[src/rtl/irq_nest_pkg.sv]
package irq_nest_pkg;
  typedef enum logic [2:0] {
    CFG_ENABLE   = 3'd0,
    CFG_DISABLE  = 3'd1,
    CFG_SET_PEND = 3'd2,
    CFG_CLR_PEND = 3'd3,
    CFG_PRIO     = 3'd4
  } cfg_op_e;

  localparam int unsigned VEC_BASE = 16;
endpackage

[src/rtl/irq_line_bank.sv]
module irq_line_bank
  import irq_nest_pkg::*;
#(
  parameter int unsigned NUM_LINES = 8,
  parameter int unsigned PRIO_W    = 4,
  parameter int unsigned IDX_W     = 3
) (
  input  logic                          clk,
  input  logic                          rst_n,
  input  logic [NUM_LINES-1:0]          irq_i,
  input  logic                          cfg_we,
  input  logic [2:0]                    cfg_op,
  input  logic [IDX_W-1:0]              cfg_line,
  input  logic [PRIO_W-1:0]             cfg_data,
  input  logic                          take_en,
  input  logic [IDX_W-1:0]              take_idx,
  input  logic                          done_en,
  input  logic [IDX_W-1:0]              done_idx,
  output logic [NUM_LINES-1:0]          en_o,
  output logic [NUM_LINES-1:0]          pend_o,
  output logic [NUM_LINES-1:0]          act_o,
  output logic [NUM_LINES*PRIO_W-1:0]   prio_flat_o
);

  for (genvar g = 0; g < NUM_LINES; g++) begin : g_line
    logic              irq_q;
    logic              en_q, en_n;
    logic              pend_q, pend_n;
    logic              act_q, act_n;
    logic [PRIO_W-1:0] prio_q, prio_n;
    logic              sel, edge_hit, set_hit, clr_hit, take_hit, done_hit;

    always_comb begin
      sel      = cfg_we && (cfg_line == IDX_W'(g));
      edge_hit = irq_i[g] && !irq_q;
      set_hit  = sel && (cfg_op == CFG_SET_PEND);
      clr_hit  = sel && (cfg_op == CFG_CLR_PEND);
      take_hit = take_en && (take_idx == IDX_W'(g));
      done_hit = done_en && (done_idx == IDX_W'(g));

      en_n = en_q;
      if (sel && (cfg_op == CFG_ENABLE))  en_n = 1'b1;
      if (sel && (cfg_op == CFG_DISABLE)) en_n = 1'b0;

      prio_n = prio_q;
      if (sel && (cfg_op == CFG_PRIO)) prio_n = cfg_data;

      pend_n = (pend_q && !take_hit && !clr_hit) || edge_hit || set_hit;

      act_n = act_q;
      if (done_hit) act_n = 1'b0;
      if (take_hit) act_n = 1'b1;
    end

    always_ff @(posedge clk or negedge rst_n) begin
      if (!rst_n) begin
        irq_q  <= 1'b0;
        en_q   <= 1'b0;
        pend_q <= 1'b0;
        act_q  <= 1'b0;
        prio_q <= '0;
      end else begin
        irq_q  <= irq_i[g];
        en_q   <= en_n;
        pend_q <= pend_n;
        act_q  <= act_n;
        prio_q <= prio_n;
      end
    end

    assign en_o[g]                          = en_q;
    assign pend_o[g]                        = pend_q;
    assign act_o[g]                         = act_q;
    assign prio_flat_o[g*PRIO_W +: PRIO_W]  = prio_q;

    // a new request during service leaves the line active-and-pending
    a_r8_repend_while_active: assert property (@(posedge clk) disable iff (!rst_n)
      (act_q && edge_hit && !clr_hit && !done_hit) |=> (pend_q && act_q));

    // a taken line drops pending unless re-requested in the same cycle
    a_r7_take_clears_pend: assert property (@(posedge clk) disable iff (!rst_n)
      (take_hit && !edge_hit && !set_hit) |=> !pend_q);
  end

endmodule

[src/rtl/irq_arbiter.sv]
module irq_arbiter #(
  parameter int unsigned NUM_LINES = 8,
  parameter int unsigned PRIO_W    = 4,
  parameter int unsigned IDX_W     = 3
) (
  input  logic                        clk,
  input  logic                        rst_n,
  input  logic [NUM_LINES-1:0]        en_i,
  input  logic [NUM_LINES-1:0]        pend_i,
  input  logic [NUM_LINES-1:0]        act_i,
  input  logic [NUM_LINES*PRIO_W-1:0] prio_flat_i,
  output logic                        win_valid_o,
  output logic [IDX_W-1:0]            win_idx_o,
  output logic [PRIO_W-1:0]           win_prio_o
);

  logic [NUM_LINES-1:0] elig;

  always_comb begin
    elig        = en_i & pend_i & ~act_i;
    win_valid_o = 1'b0;
    win_idx_o   = '0;
    win_prio_o  = '1;
    // ascending scan with strict compare: equal urgency keeps the lower index
    for (int i = 0; i < NUM_LINES; i++) begin
      if (elig[i] && (!win_valid_o || (prio_flat_i[i*PRIO_W +: PRIO_W] < win_prio_o))) begin
        win_valid_o = 1'b1;
        win_idx_o   = IDX_W'(i);
        win_prio_o  = prio_flat_i[i*PRIO_W +: PRIO_W];
      end
    end
  end

  // only an enabled, pending, idle line can win
  a_r3_winner_eligible: assert property (@(posedge clk) disable iff (!rst_n)
    win_valid_o |-> (en_i[win_idx_o] && pend_i[win_idx_o] && !act_i[win_idx_o]));

  // a winner exists whenever any line is eligible
  a_r4_no_lost_request: assert property (@(posedge clk) disable iff (!rst_n)
    (|(en_i & pend_i & ~act_i)) |-> win_valid_o);

endmodule

[src/rtl/irq_nest_stack.sv]
module irq_nest_stack #(
  parameter int unsigned DEPTH  = 8,
  parameter int unsigned PRIO_W = 4,
  parameter int unsigned IDX_W  = 3
) (
  input  logic              clk,
  input  logic              rst_n,
  input  logic              push_i,
  input  logic [IDX_W-1:0]  push_idx_i,
  input  logic [PRIO_W-1:0] push_prio_i,
  input  logic              pop_i,
  output logic              empty_o,
  output logic [IDX_W-1:0]  top_idx_o,
  output logic [PRIO_W-1:0] top_prio_o
);

  localparam int unsigned CNT_W = $clog2(DEPTH + 1);

  logic [CNT_W-1:0]  cnt_q, cnt_n;
  logic [IDX_W-1:0]  idx_mem  [DEPTH];
  logic [PRIO_W-1:0] prio_mem [DEPTH];

  always_comb begin
    cnt_n = cnt_q;
    if (push_i && (cnt_q < CNT_W'(DEPTH))) cnt_n = cnt_q + 1'b1;
    else if (pop_i && (cnt_q != '0))       cnt_n = cnt_q - 1'b1;
  end

  always_ff @(posedge clk or negedge rst_n) begin
    if (!rst_n) cnt_q <= '0;
    else        cnt_q <= cnt_n;
  end

  for (genvar k = 0; k < DEPTH; k++) begin : g_slot
    logic wr_en;
    assign wr_en = push_i && (cnt_q == CNT_W'(k));
    always_ff @(posedge clk) begin
      if (wr_en) begin
        idx_mem[k]  <= push_idx_i;
        prio_mem[k] <= push_prio_i;
      end
    end
  end

  always_comb begin
    empty_o    = (cnt_q == '0);
    top_idx_o  = '0;
    top_prio_o = '1;
    for (int k = 0; k < DEPTH; k++) begin
      if (cnt_q == CNT_W'(k + 1)) begin
        top_idx_o  = idx_mem[k];
        top_prio_o = prio_mem[k];
      end
    end
  end

  // every pushed handler fits
  a_r7_no_overflow: assert property (@(posedge clk) disable iff (!rst_n)
    push_i |-> (cnt_q < CNT_W'(DEPTH)));

  // a pop on an empty stack leaves it empty
  a_r9_empty_pop_ignored: assert property (@(posedge clk) disable iff (!rst_n)
    (pop_i && !push_i && empty_o) |=> empty_o);

endmodule

[src/rtl/irq_nest_ctrl.sv]
module irq_nest_ctrl
  import irq_nest_pkg::*;
#(
  parameter int unsigned NUM_LINES = 8,
  parameter int unsigned PRIO_W    = 4,
  parameter int unsigned VEC_W     = 8,
  parameter int unsigned IDX_W     = $clog2(NUM_LINES)
) (
  input  logic                 clk,
  input  logic                 rst_n,
  input  logic [NUM_LINES-1:0] irq_i,
  input  logic                 cfg_we,
  input  logic [2:0]           cfg_op,
  input  logic [IDX_W-1:0]     cfg_line,
  input  logic [PRIO_W-1:0]    cfg_data,
  input  logic                 irq_ack_i,
  input  logic                 irq_done_i,
  output logic                 irq_valid_o,
  output logic [VEC_W-1:0]     irq_vector_o,
  output logic [PRIO_W:0]      run_level_o,
  output logic [NUM_LINES-1:0] pend_o,
  output logic [NUM_LINES-1:0] act_o
);

  localparam int unsigned LVL_W    = PRIO_W + 1;
  localparam logic [LVL_W-1:0] IDLE_LVL = LVL_W'(1 << PRIO_W);
  localparam int unsigned DEPTH    = NUM_LINES;

  logic [1:0] rst_sync_q;
  logic       rst_sync_n;

  always_ff @(posedge clk or negedge rst_n) begin
    if (!rst_n) rst_sync_q <= 2'b00;
    else        rst_sync_q <= {rst_sync_q[0], 1'b1};
  end
  assign rst_sync_n = rst_sync_q[1];

  logic [NUM_LINES-1:0]        en_w, pend_w, act_w;
  logic [NUM_LINES*PRIO_W-1:0] prio_flat_w;
  logic                        win_valid;
  logic [IDX_W-1:0]            win_idx;
  logic [PRIO_W-1:0]           win_prio;
  logic                        stk_empty;
  logic [IDX_W-1:0]            top_idx;
  logic [PRIO_W-1:0]           top_prio;
  logic                        take, pop;

  always_comb begin
    run_level_o  = stk_empty ? IDLE_LVL : {1'b0, top_prio};
    irq_valid_o  = win_valid && ({1'b0, win_prio} < run_level_o);
    irq_vector_o = VEC_W'(VEC_BASE) + VEC_W'(win_idx);
    take         = irq_ack_i && irq_valid_o && !irq_done_i;
    pop          = irq_done_i && !stk_empty;
  end

  irq_line_bank #(
    .NUM_LINES(NUM_LINES), .PRIO_W(PRIO_W), .IDX_W(IDX_W)
  ) u_bank (
    .clk(clk), .rst_n(rst_sync_n), .irq_i(irq_i),
    .cfg_we(cfg_we), .cfg_op(cfg_op), .cfg_line(cfg_line), .cfg_data(cfg_data),
    .take_en(take), .take_idx(win_idx), .done_en(pop), .done_idx(top_idx),
    .en_o(en_w), .pend_o(pend_w), .act_o(act_w), .prio_flat_o(prio_flat_w)
  );

  irq_arbiter #(
    .NUM_LINES(NUM_LINES), .PRIO_W(PRIO_W), .IDX_W(IDX_W)
  ) u_arb (
    .clk(clk), .rst_n(rst_sync_n),
    .en_i(en_w), .pend_i(pend_w), .act_i(act_w), .prio_flat_i(prio_flat_w),
    .win_valid_o(win_valid), .win_idx_o(win_idx), .win_prio_o(win_prio)
  );

  irq_nest_stack #(
    .DEPTH(DEPTH), .PRIO_W(PRIO_W), .IDX_W(IDX_W)
  ) u_stack (
    .clk(clk), .rst_n(rst_sync_n),
    .push_i(take), .push_idx_i(win_idx), .push_prio_i(win_prio), .pop_i(pop),
    .empty_o(stk_empty), .top_idx_o(top_idx), .top_prio_o(top_prio)
  );

  assign pend_o = pend_w;
  assign act_o  = act_w;

  // taking a vector marks its line active
  a_r7_take_sets_active: assert property (@(posedge clk) disable iff (!rst_sync_n)
    take |=> act_o[$past(win_idx)]);

  // running level becomes the taken urgency
  a_r7_level_follows_take: assert property (@(posedge clk) disable iff (!rst_sync_n)
    take |=> (run_level_o == {1'b0, $past(win_prio)}));

  // completion clears the finished line
  a_r9_done_clears_active: assert property (@(posedge clk) disable iff (!rst_sync_n)
    pop |=> !act_o[$past(top_idx)]);

  // acknowledge without an offer changes no level
  a_r10_stray_ack: assert property (@(posedge clk) disable iff (!rst_sync_n)
    (irq_ack_i && !irq_valid_o && !irq_done_i) |=> $stable(run_level_o));

endmodule

[config.mk]
export PLATFORM = sky130hd
export DESIGN_NAME = irq_nest_ctrl
export DESIGN_NICKNAME = d
export VERILOG_FILES = /design/src/rtl/irq_nest_pkg.sv /design/src/rtl/irq_line_bank.sv /design/src/rtl/irq_arbiter.sv /design/src/rtl/irq_nest_stack.sv /design/src/rtl/irq_nest_ctrl.sv
export SDC_FILE = /design/constraint.sdc
export NUM_CORES = 1
export LEC_CHECK = 0
export ABC_CLOCK_PERIOD_IN_PS = 16300
export BUFFER_PORTS_ARGS = -buffer_cell sky130_fd_sc_hd__clkbuf_2
export CORE_ASPECT_RATIO = 1.4
export CORE_UTILIZATION = 35
export DETAILED_ROUTE_END_ITERATION = 10
export GPL_ROUTABILITY_DRIVEN = 0
export GPL_TIMING_DRIVEN = 0
export SLEW_MARGIN = 20
export SYNTH_ARGS = -nofsm -noshare
export SYNTH_HDL_FRONTEND = slang
export SYNTH_HIERARCHICAL = 1
export SYNTH_SLANG_ARGS = --single-unit
[constraint.sdc]
create_clock -name clk -period 16.3 [get_ports clk]
set_clock_uncertainty 0.15 [all_clocks]
set_input_delay 0.815 -clock clk [delete_from_list [all_inputs] [get_ports clk]]
set_output_delay 0.815 -clock clk [all_outputs]
set_load 0.01 [all_outputs]
==> metrics.md, run 1 <==
| Metric | Value |
|---|---|
| Synth Cell Area | `0.007272 sq mm` |
| Dominant synthesized flop cell | `dfrtp_1` |
| Post-Syn Area per Cell | `10.85 sq um` |
| Die X | `123.8 um` |
| GRT Residual Overflow | `0` |
| CTS tree | `built` |
| Leak | `3.527 nW` |
| Die Area | `0.02137 sq mm` |
| CP delay by family, top | `compound AO/OA/AOI/OAI gates` |
| DR vias | `5585` |
| Nets@finish | `784` |
| Die Y | `172.6 um` |
| Peak VDD IR | `0.00008725 V` |
| Sw Pwr | `0.7732 mW` |
| Cell count after placement | `978` |
| Final cell count without fillers | `1011` |
| Share of cells above drive strength 1 | `25.83%` |
| Setup Total Neg Slack | `0 ns` |
| Seq/Total Area, Yosys | `47.21%` |
| Port bufs | `47` |
| Final setup fails | `0` |
| Buffer depth of the longest clock path | `2` |
| Status | `completed` |
| Core Area | `0.02048 sq mm` |
| Post-synthesis adder-cell area fraction | `3.269%` |
| Clock-pin slew of the registers on the worst-case setup and hold paths | `0.06 ns` |
| Max Fclk | `0.07249 GHz` |
| Crit path DAT | `13.69 ns` |
| Max-cap viol count | `0` |
| Switching Fraction | `43.11%` |
| Slew Limit Fails | `0` |
| Clock root buffer | `clkbuf_16` |
| Setup ws final | `2.505 ns` |
| Initial antenna violation count | `0` |
| Row cnt | `62` |
| Hpwl dp | `13.91 mm` |
| Vias in the first global route | `5577` |
| Post-synthesis compound-gate area fraction | `21.58%` |
| Residual DRC count | `0` |
| CTS hold repair buffers | `1` |
| Routed length per instance | `18.13 um` |
| Asr flop ratio synth | `55.56%` |
| Crit path top cell by count | `ha_1` |
| Req. time, crit path | `16.20 ns` |
| Initial Util | `35.51%` |
| Final period util | `84.63%` |
| Number of synthesized register bits | `126` |
| RSZ-0062 raised after global routing | `no` |
| Post-synth cell types | `104` |
| Crit-path max FO | `11` |
| Synth Area in XOR/XNOR | `0.5850%` |
| Main combinational cell family by area after synthesis | `compound AO/OA/AOI/OAI gates` |
| # clock sinks | `126` |
| Tmin final | `13.80 ns` |
| PostCTS Resize Cnt | `0` |
| Number of diodes | `0` |
| Startpoint Class | `register` |
| Setup WS pre-CTS | `2.425 ns` |
| First-pass iteration count of the detailed router | `7` |
| Post-synthesis mux area share | `6.228%` |
| Crit path kind | `reg -> reg` |
| GRT Total Usage | `18.23%` |
| Synth top area share | `24.09%` |
| Slew of the pin with the lowest slew margin | `0.9699 ns` |
| Synth top area cells | `dfrtp_1, edfxtp_1, mux2_2` |
| Vias per cell | `5.524` |
| DRT Wirelength | `18.33 mm` |
| First-pass GRT wire length | `29.40 mm` |
| Largest net degree at the start of global routing | `43` |
| Final Hold Viols | `0` |
| Combinational power share | `51.6%` |
| Flop pwr share | `27.3%` |
| H-tree depth | `4` |
| 1st-iter DRT viols | `291` |
| Slew HR | `35.34%` |
| Worst-Skew Late Latency | `0.42 ns` |
| Critical Path Max Stage Delay | `0.79 ns` |
| Post-synth top area cell | `dfrtp_1` |
| Worst Hold Class | `reg -> async` |
| Area growth syn-to-layout | `16.69%` |
| EDFF count, synth | `56` |
| Num CTS Buffers | `17` |
| Cells after Synth | `670` |
| Post-Synth Simple-Gate Area | `14.30%` |
| Worst setup EP type | `register` |
| Crit-path slowest cell | `a21oi_1` |
| Cell Int Power | `1.020 mW` |
| WP buf/inv | `5` |
| Syn. warnings | `6` |
| # Post-CTS Setup Buffers | `0` |
| Clock group share of total power | `21.0%` |
| Layout filler cell count | `2055` |
| Power Dens Cells | `211.3 mW/mm^2` |
| Antenna viol nets, final | `0` |
| Ports | `53` |
-- power groups by stage --
stage | sequential, mW | clock [mW] | combinational [mW]
detailed placement | 0.496 | 0 | 0.915
CTS | 0.490 | 0.385 | 0.922
floorplan | 0.485 | 0 | 0.654
finish | 0.490 | 0.377 | 0.926
global route | 0.497 | 0.399 | 1.03
global placement | 0.498 | 0 | 0.908
-- worst register-to-register path, delay by kind of cell, from the launching register on --
kind                       cells  cell delay [ns]
AOI/OAI and AO/OA             23             5.61
buffers and inverters          5             0.49
and+or+nand+nor               15             3.60
adders and majority gates      8             2.41
DFF                            1             0.40
muxes                          3             0.75
-- synthesized netlist by cell type, types with 4 or more instances --
cell / count
inv_1: 44
nand3b_1: 8
buf_4: 31
o21ai_1: 5
and3_1: 7
nor2b_1: 6
nand2_1: 31
dfrtp_1: 70
nand3_1: 12
and2_1: 5
o31ai_1: 23
o21ai_0: 35
a31oi_1: 4
a211o_1: 5
edfxtp_1: 56
clkbuf_1: 10
a211oi_1: 4
a221oi_1: 7
o22ai_1: 8
nand2b_1: 17
nand4b_1: 5
a21oi_1: 36
o211ai_1: 5
o2bb2ai_1: 4
mux2_2: 28
mux2i_1: 7
or3_1: 8
nor2_1: 37
o221ai_1: 12
ha_1: 19
mux2_1: 6
nor3_1: 6
buf_2: 7
and3b_1: 4
-- layout make-up --
class                   instances  area, sq um  area share, %
plain buffers                  49        316.6          3.730
clock buffers                  17        425.4          5.013
clock inverters                15        161.4          1.902
inverters                      46        172.7          2.035
multi-input cells             453         3379          39.83
flip-flops and latches        126         3437          40.50
well taps                     256        320.3          3.775
repair buffers                 49        272.8          3.214
-- through the flow --
| stage | hold slack [ns] | util, % | power, mW | cell area, sq um |
|---|---|---|---|---|
| floorplan | 0.1812 | - | 1.139 | 7287 |
| global placement | 0.1925 | 38.29 | 1.405 | 7843 |
| detailed placement | 0.1192 | 38.50 | 1.411 | 7884 |
| CTS | 0.1252 | 41.41 | 1.798 | 8481 |
| global route | 0.1479 | 41.43 | 1.921 | 8486 |
| finish | 0.1108 | 41.43 | 1.793 | 8486 |
-- sequential cells by signal, indices dropped and copies added, names as in the netlist --
signal / cells
u_bank/g_line.act_q: 8
u_bank/g_line.pend_q: 8
u_bank/g_line.irq_q: 8
rst_sync_q: 2
u_bank/g_line.prio_q: 32
u_stack/cnt_q: 4
u_bank/g_line.en_q: 8
u_stack/prio_mem: 32
u_stack/idx_mem: 24
-- layer usage --
layer	vias to the layer above	global-route usage [%]	routed length, um
met3	37	3.826	698
met1	2757	20.09	7159
met2	135	32.45	9844
met5	-	0	0
li1	2656	-	-
met4	0	8.735	624
-- kinds of logic after synthesis --
family / after synthesis
other cells: 2
fa+ha+maj: 19
flops: 126
mux: 41
buf+inv: 95
simple gates: 177
compound gates: 206
xor+xnor: 4
-- placed cells by master (no fill, tap or decap), drive strengths merged, types with 6 or more instances in the layout --
master / synthesis / routed
edfxtp: 56 / 56
clkbuf: 10 / 74
mux2i: 7 / 7
nand2: 32 / 32
or3: 8 / 8
nand2b: 20 / 20
conb: 2 / 6
o31ai: 26 / 26
mux2: 34 / 34
nor2b: 7 / 7
a21oi: 38 / 38
o21ai: 42 / 42
o22ai: 9 / 9
a221oi: 7 / 7
and3: 7 / 7
nand3: 13 / 13
ha: 19 / 19
dfrtp: 70 / 70
nand3b: 8 / 8
nor3: 6 / 6
o211ai: 9 / 9
a211o: 6 / 6
nor2: 38 / 38
inv: 46 / 52
a211oi: 7 / 7
buf: 39 / 40
o221ai: 13 / 13
and2: 7 / 7
-- final timing paths --
path / endpoint / startpoint / depth (start not counted) / slack (ns)
worst max-delay path: u_stack/idx_mem[0][4] / u_bank/g_line[0].act_q / 54 / 2.50
worst min-delay path: u_bank/g_line[2].pend_q / rst_sync_q[1] / 0 / 0.11
worst max register to register: u_stack/idx_mem[0][4] / u_bank/g_line[0].act_q / 54 / 2.50
worst min register to register: u_bank/g_line[2].pend_q / rst_sync_q[1] / 0 / 0.11
max in group asynchronous: u_bank/g_line[7].prio_q[3] / rst_sync_q[1] / 1 / 15.34
min in group clk: rst_sync_q[1] / rst_sync_q[0] / 0 / 0.21
Power figures use the tool's default switching activity.
==> inputs of run 2 (changes only) <==
--- a/config.mk
+++ b/config.mk
@@ -5,7 +5,7 @@
 export SDC_FILE = /design/constraint.sdc
 export NUM_CORES = 1
 export LEC_CHECK = 0
-export ABC_CLOCK_PERIOD_IN_PS = 16300
+export ABC_CLOCK_PERIOD_IN_PS = 11800
 export BUFFER_PORTS_ARGS = -buffer_cell sky130_fd_sc_hd__clkbuf_2
 export CORE_ASPECT_RATIO = 1.4
 export CORE_UTILIZATION = 35
==> constraint.sdc (replaced) <==
create_clock -name clk -period 11.8 [get_ports clk]
set_clock_uncertainty 0.15 [all_clocks]
set_input_delay 0.59 -clock clk [delete_from_list [all_inputs] [get_ports clk]]
set_output_delay 0.59 -clock clk [all_outputs]
set_load 0.01 [all_outputs]
==> run 2 against run 1 <==
Hold slack improved by 0.00053 ns. Wire length rose by 4.9%. Global-route usage rose by 0.54 points. Design area rose by 7.2%. Final cell count rose by 3.5%. Core utilization rose by 3.0 points. Die area did not move. Sequential cell count did not move. Sequential power rose by 38%. Combinational power rose by 70%. Critical endpoint is now irq_valid_o. Largest power group unchanged. Highest routed layer unchanged.
==> metrics.md, run 2 (synthesis gave the netlist of run 1 again) <==
| Metric | Value |
|---|---|
| Hold slack | `0.1114 ns (+0.0005290 ns)` |
| Final setup fails | `0 (unchanged)` |
| Crit path top cell by count | `a21oi_2` |
| 1st-iter DRT viols | `270 (-7.2%)` |
| Port bufs | `47 (unchanged)` |
| Nets@finish | `819 (+4.5%)` |
| Reg-to-reg startpoint | `u_bank/g_line[0].act_q` |
| Ports | `53 (unchanged)` |
| Die Y | `172.6 um (unchanged)` |
| Setup Total Neg Slack | `0 ns (unchanged)` |
| CTS tree | `built` |
| Critical Path Max Stage Delay | `0.40 ns (-0.39 ns)` |
| Worst-Skew Late Latency | `0.42 ns (about the same)` |
| Area growth syn-to-layout | `25.09%` |
| Multi-input combinational cell area | `0.003702 sq mm (+9.6%)` |
| DR vias | `5757 (+3.1%)` |
| Num CTS Buffers | `17 (unchanged)` |
| Clock root buffer | `clkbuf_16` |
| Share of cells above drive strength 1 | `34.81% (+9.0 points)` |
| Clock-pin slew of the registers on the worst-case setup and hold paths | `0.06 ns (about the same)` |
| Peak VDD IR | `0.0001361 V (+56%)` |
| Max-cap viol count | `0 (unchanged)` |
| Crit-path slowest cell | `dfrtp_1` |
| Crit path DAT | `10.65 ns (-3.04 ns)` |
| Core Area | `0.02048 sq mm (unchanged)` |
| Reg2reg setup slack | `0.44 ns (-2.06 ns)` |
| Reg area | `0.003437 sq mm (unchanged)` |
| Buffer depth of the longest clock path | `2 (unchanged)` |
| Number of diodes | `0 (unchanged)` |
| Initial antenna violation count | `0 (unchanged)` |
| Slew Limit Fails | `0 (unchanged)` |
| Status | `completed` |
| Vias per cell | `5.504 (-0.37%)` |
| Crit-path max FO | `6 (-5)` |
| Hpwl dp | `13.91 mm (unchanged)` |
| First-pass GRT wire length | `30.13 mm (+2.5%)` |
| Slew of the pin with the lowest slew margin | `0.6949 ns (-0.2750 ns)` |
| GRT Residual Overflow | `0 (unchanged)` |
| Crit path kind | `reg -> out` |
| # clock sinks | `126 (unchanged)` |
| Worst Hold Class | `reg -> async` |
| Power Dens Cells | `304.9 mW/mm^2 (+44%)` |
| Residual DRC count | `0 (unchanged)` |
| Worst reg2reg path endpoint | `u_stack/idx_mem[0][9]` |
| Initial Util | `35.51% (unchanged)` |
| Worst reg2reg path depth | `55 (+1.9%)` |
| Startpoint Class | `register` |
| Final period util | `96.56%` |
| Req. time, crit path | `11.06 ns (-5.14 ns)` |
| Routed length per instance | `18.37 um (+1.3%)` |
| Row cnt | `62 (unchanged)` |
| Max Fclk | `0.08776 GHz` |
| Largest net degree at the start of global routing | `43 (unchanged)` |
| Antenna viol nets, final | `0 (unchanged)` |
| H-tree depth | `4 (unchanged)` |
| Slew HR | `53.67% (+18 points)` |
| Worst setup EP type | `output pin` |
| Leak | `3.747 nW (+6.2%)` |
| Layout filler cell count | `1980 (-3.6%)` |
| DRT Wirelength | `19.22 mm (+4.9%)` |
| Most common cell after layout, fill and taps aside | `dfrtp_1` |
| Final Hold Viols | `0 (unchanged)` |
| First-pass iteration count of the detailed router | `5 (-2)` |
| Most frequent cells in the layout | `dfrtp_1, buf_4, edfxtp_1` |
| Die Area | `0.02137 sq mm (unchanged)` |
| Top Registers | `u_bank/g_line.prio_q x32, u_stack/prio_mem x32, u_stack/idx_mem x24` |
| Vias in the first global route | `5733 (+2.8%)` |
| Tmin final | `11.39 ns` |
| GRT Total Usage | `18.77% (+0.54 points)` |
| Die X | `123.8 um (unchanged)` |
run 2: worst max-delay path: cells and delay by family (launching register included):
family	cells	cell delay, ns
mux	3	0.64
buf+inv	6	0.57
fa+ha+maj	8	2.24
simple gates	11	1.92
flops	1	0.40
compound gates	26	4.43
run 2: how the worst max path moves through the flow:
stage                                 startpoint                endpoint  slack, ns
final                     u_bank/g_line[0].act_q             irq_valid_o       0.41
after global routing      u_bank/g_line[0].act_q             irq_valid_o      -0.10
after CTS                 u_bank/g_line[0].act_q             irq_valid_o       0.05
after detailed placement  u_bank/g_line[0].act_q  u_stack/idx_mem[0][11]      -2.07
after global placement    u_bank/g_line[0].act_q  u_stack/prio_mem[0][4]      -2.09
after floorplan           u_bank/g_line[0].act_q   u_stack/idx_mem[0][3]       0.46
run 2: final cells by class:
class | instances | area share [%]
clock buffers | 17 | 4.677
clock inverters | 15 | 1.774
inverters | 46 | 1.898
multi-input cells | 453 | 40.70
flip-flops and latches | 126 | 37.79
repair buffers | 84 | 6.162
well taps | 256 | 3.521
plain buffers | 49 | 3.480
run 2: per-stage QoR:
| step | worst slack [ns] | total power [mW] | area [sq um] | util (%) | std cells |
|---|---|---|---|---|---|
| finish | 0.4055 | 2.773 | 9096 | 44.42 | 1046 |
| global route | -0.1029 | 2.958 | 9096 | 44.42 | 1046 |
| CTS | 0.05259 | 2.669 | 8871 | 43.32 | 1032 |
| detailed placement | -2.075 | 1.949 | 7884 | 38.50 | 978 |
| global placement | -2.094 | 1.941 | 7843 | 38.29 | 977 |
| floorplan | 0.4630 | 1.573 | 7287 | - | 674 |
run 2: power by group:
part	leakage [nW]	internal, mW	total [mW]	switching (mW)
logic	2.09	0.637	1.57	0.938
clock network	0.284	0.314	0.522	0.208
registers	1.37	0.630	0.677	0.0466
total	3.75	1.58	2.77	1.19
run 2: per-layer routing:
| layer | GRT usage [%] | routed length, um |
|---|---|---|
| met5 | 0 | 0 |
| met4 | 9.187 | 655 |
| met3 | 3.892 | 695 |
| met2 | 33.84 | 10430 |
| met1 | 20.24 | 7433 |
run 2: timing repair:
item,4_1_cts,5_1_grt
hold buffers,1,0
pin swaps,16,21
endpoints found under the setup margin,80,80
resized for setup,48,24
cloned,0,0
setup buffers,21,14
endpoints found under the hold margin,2,0
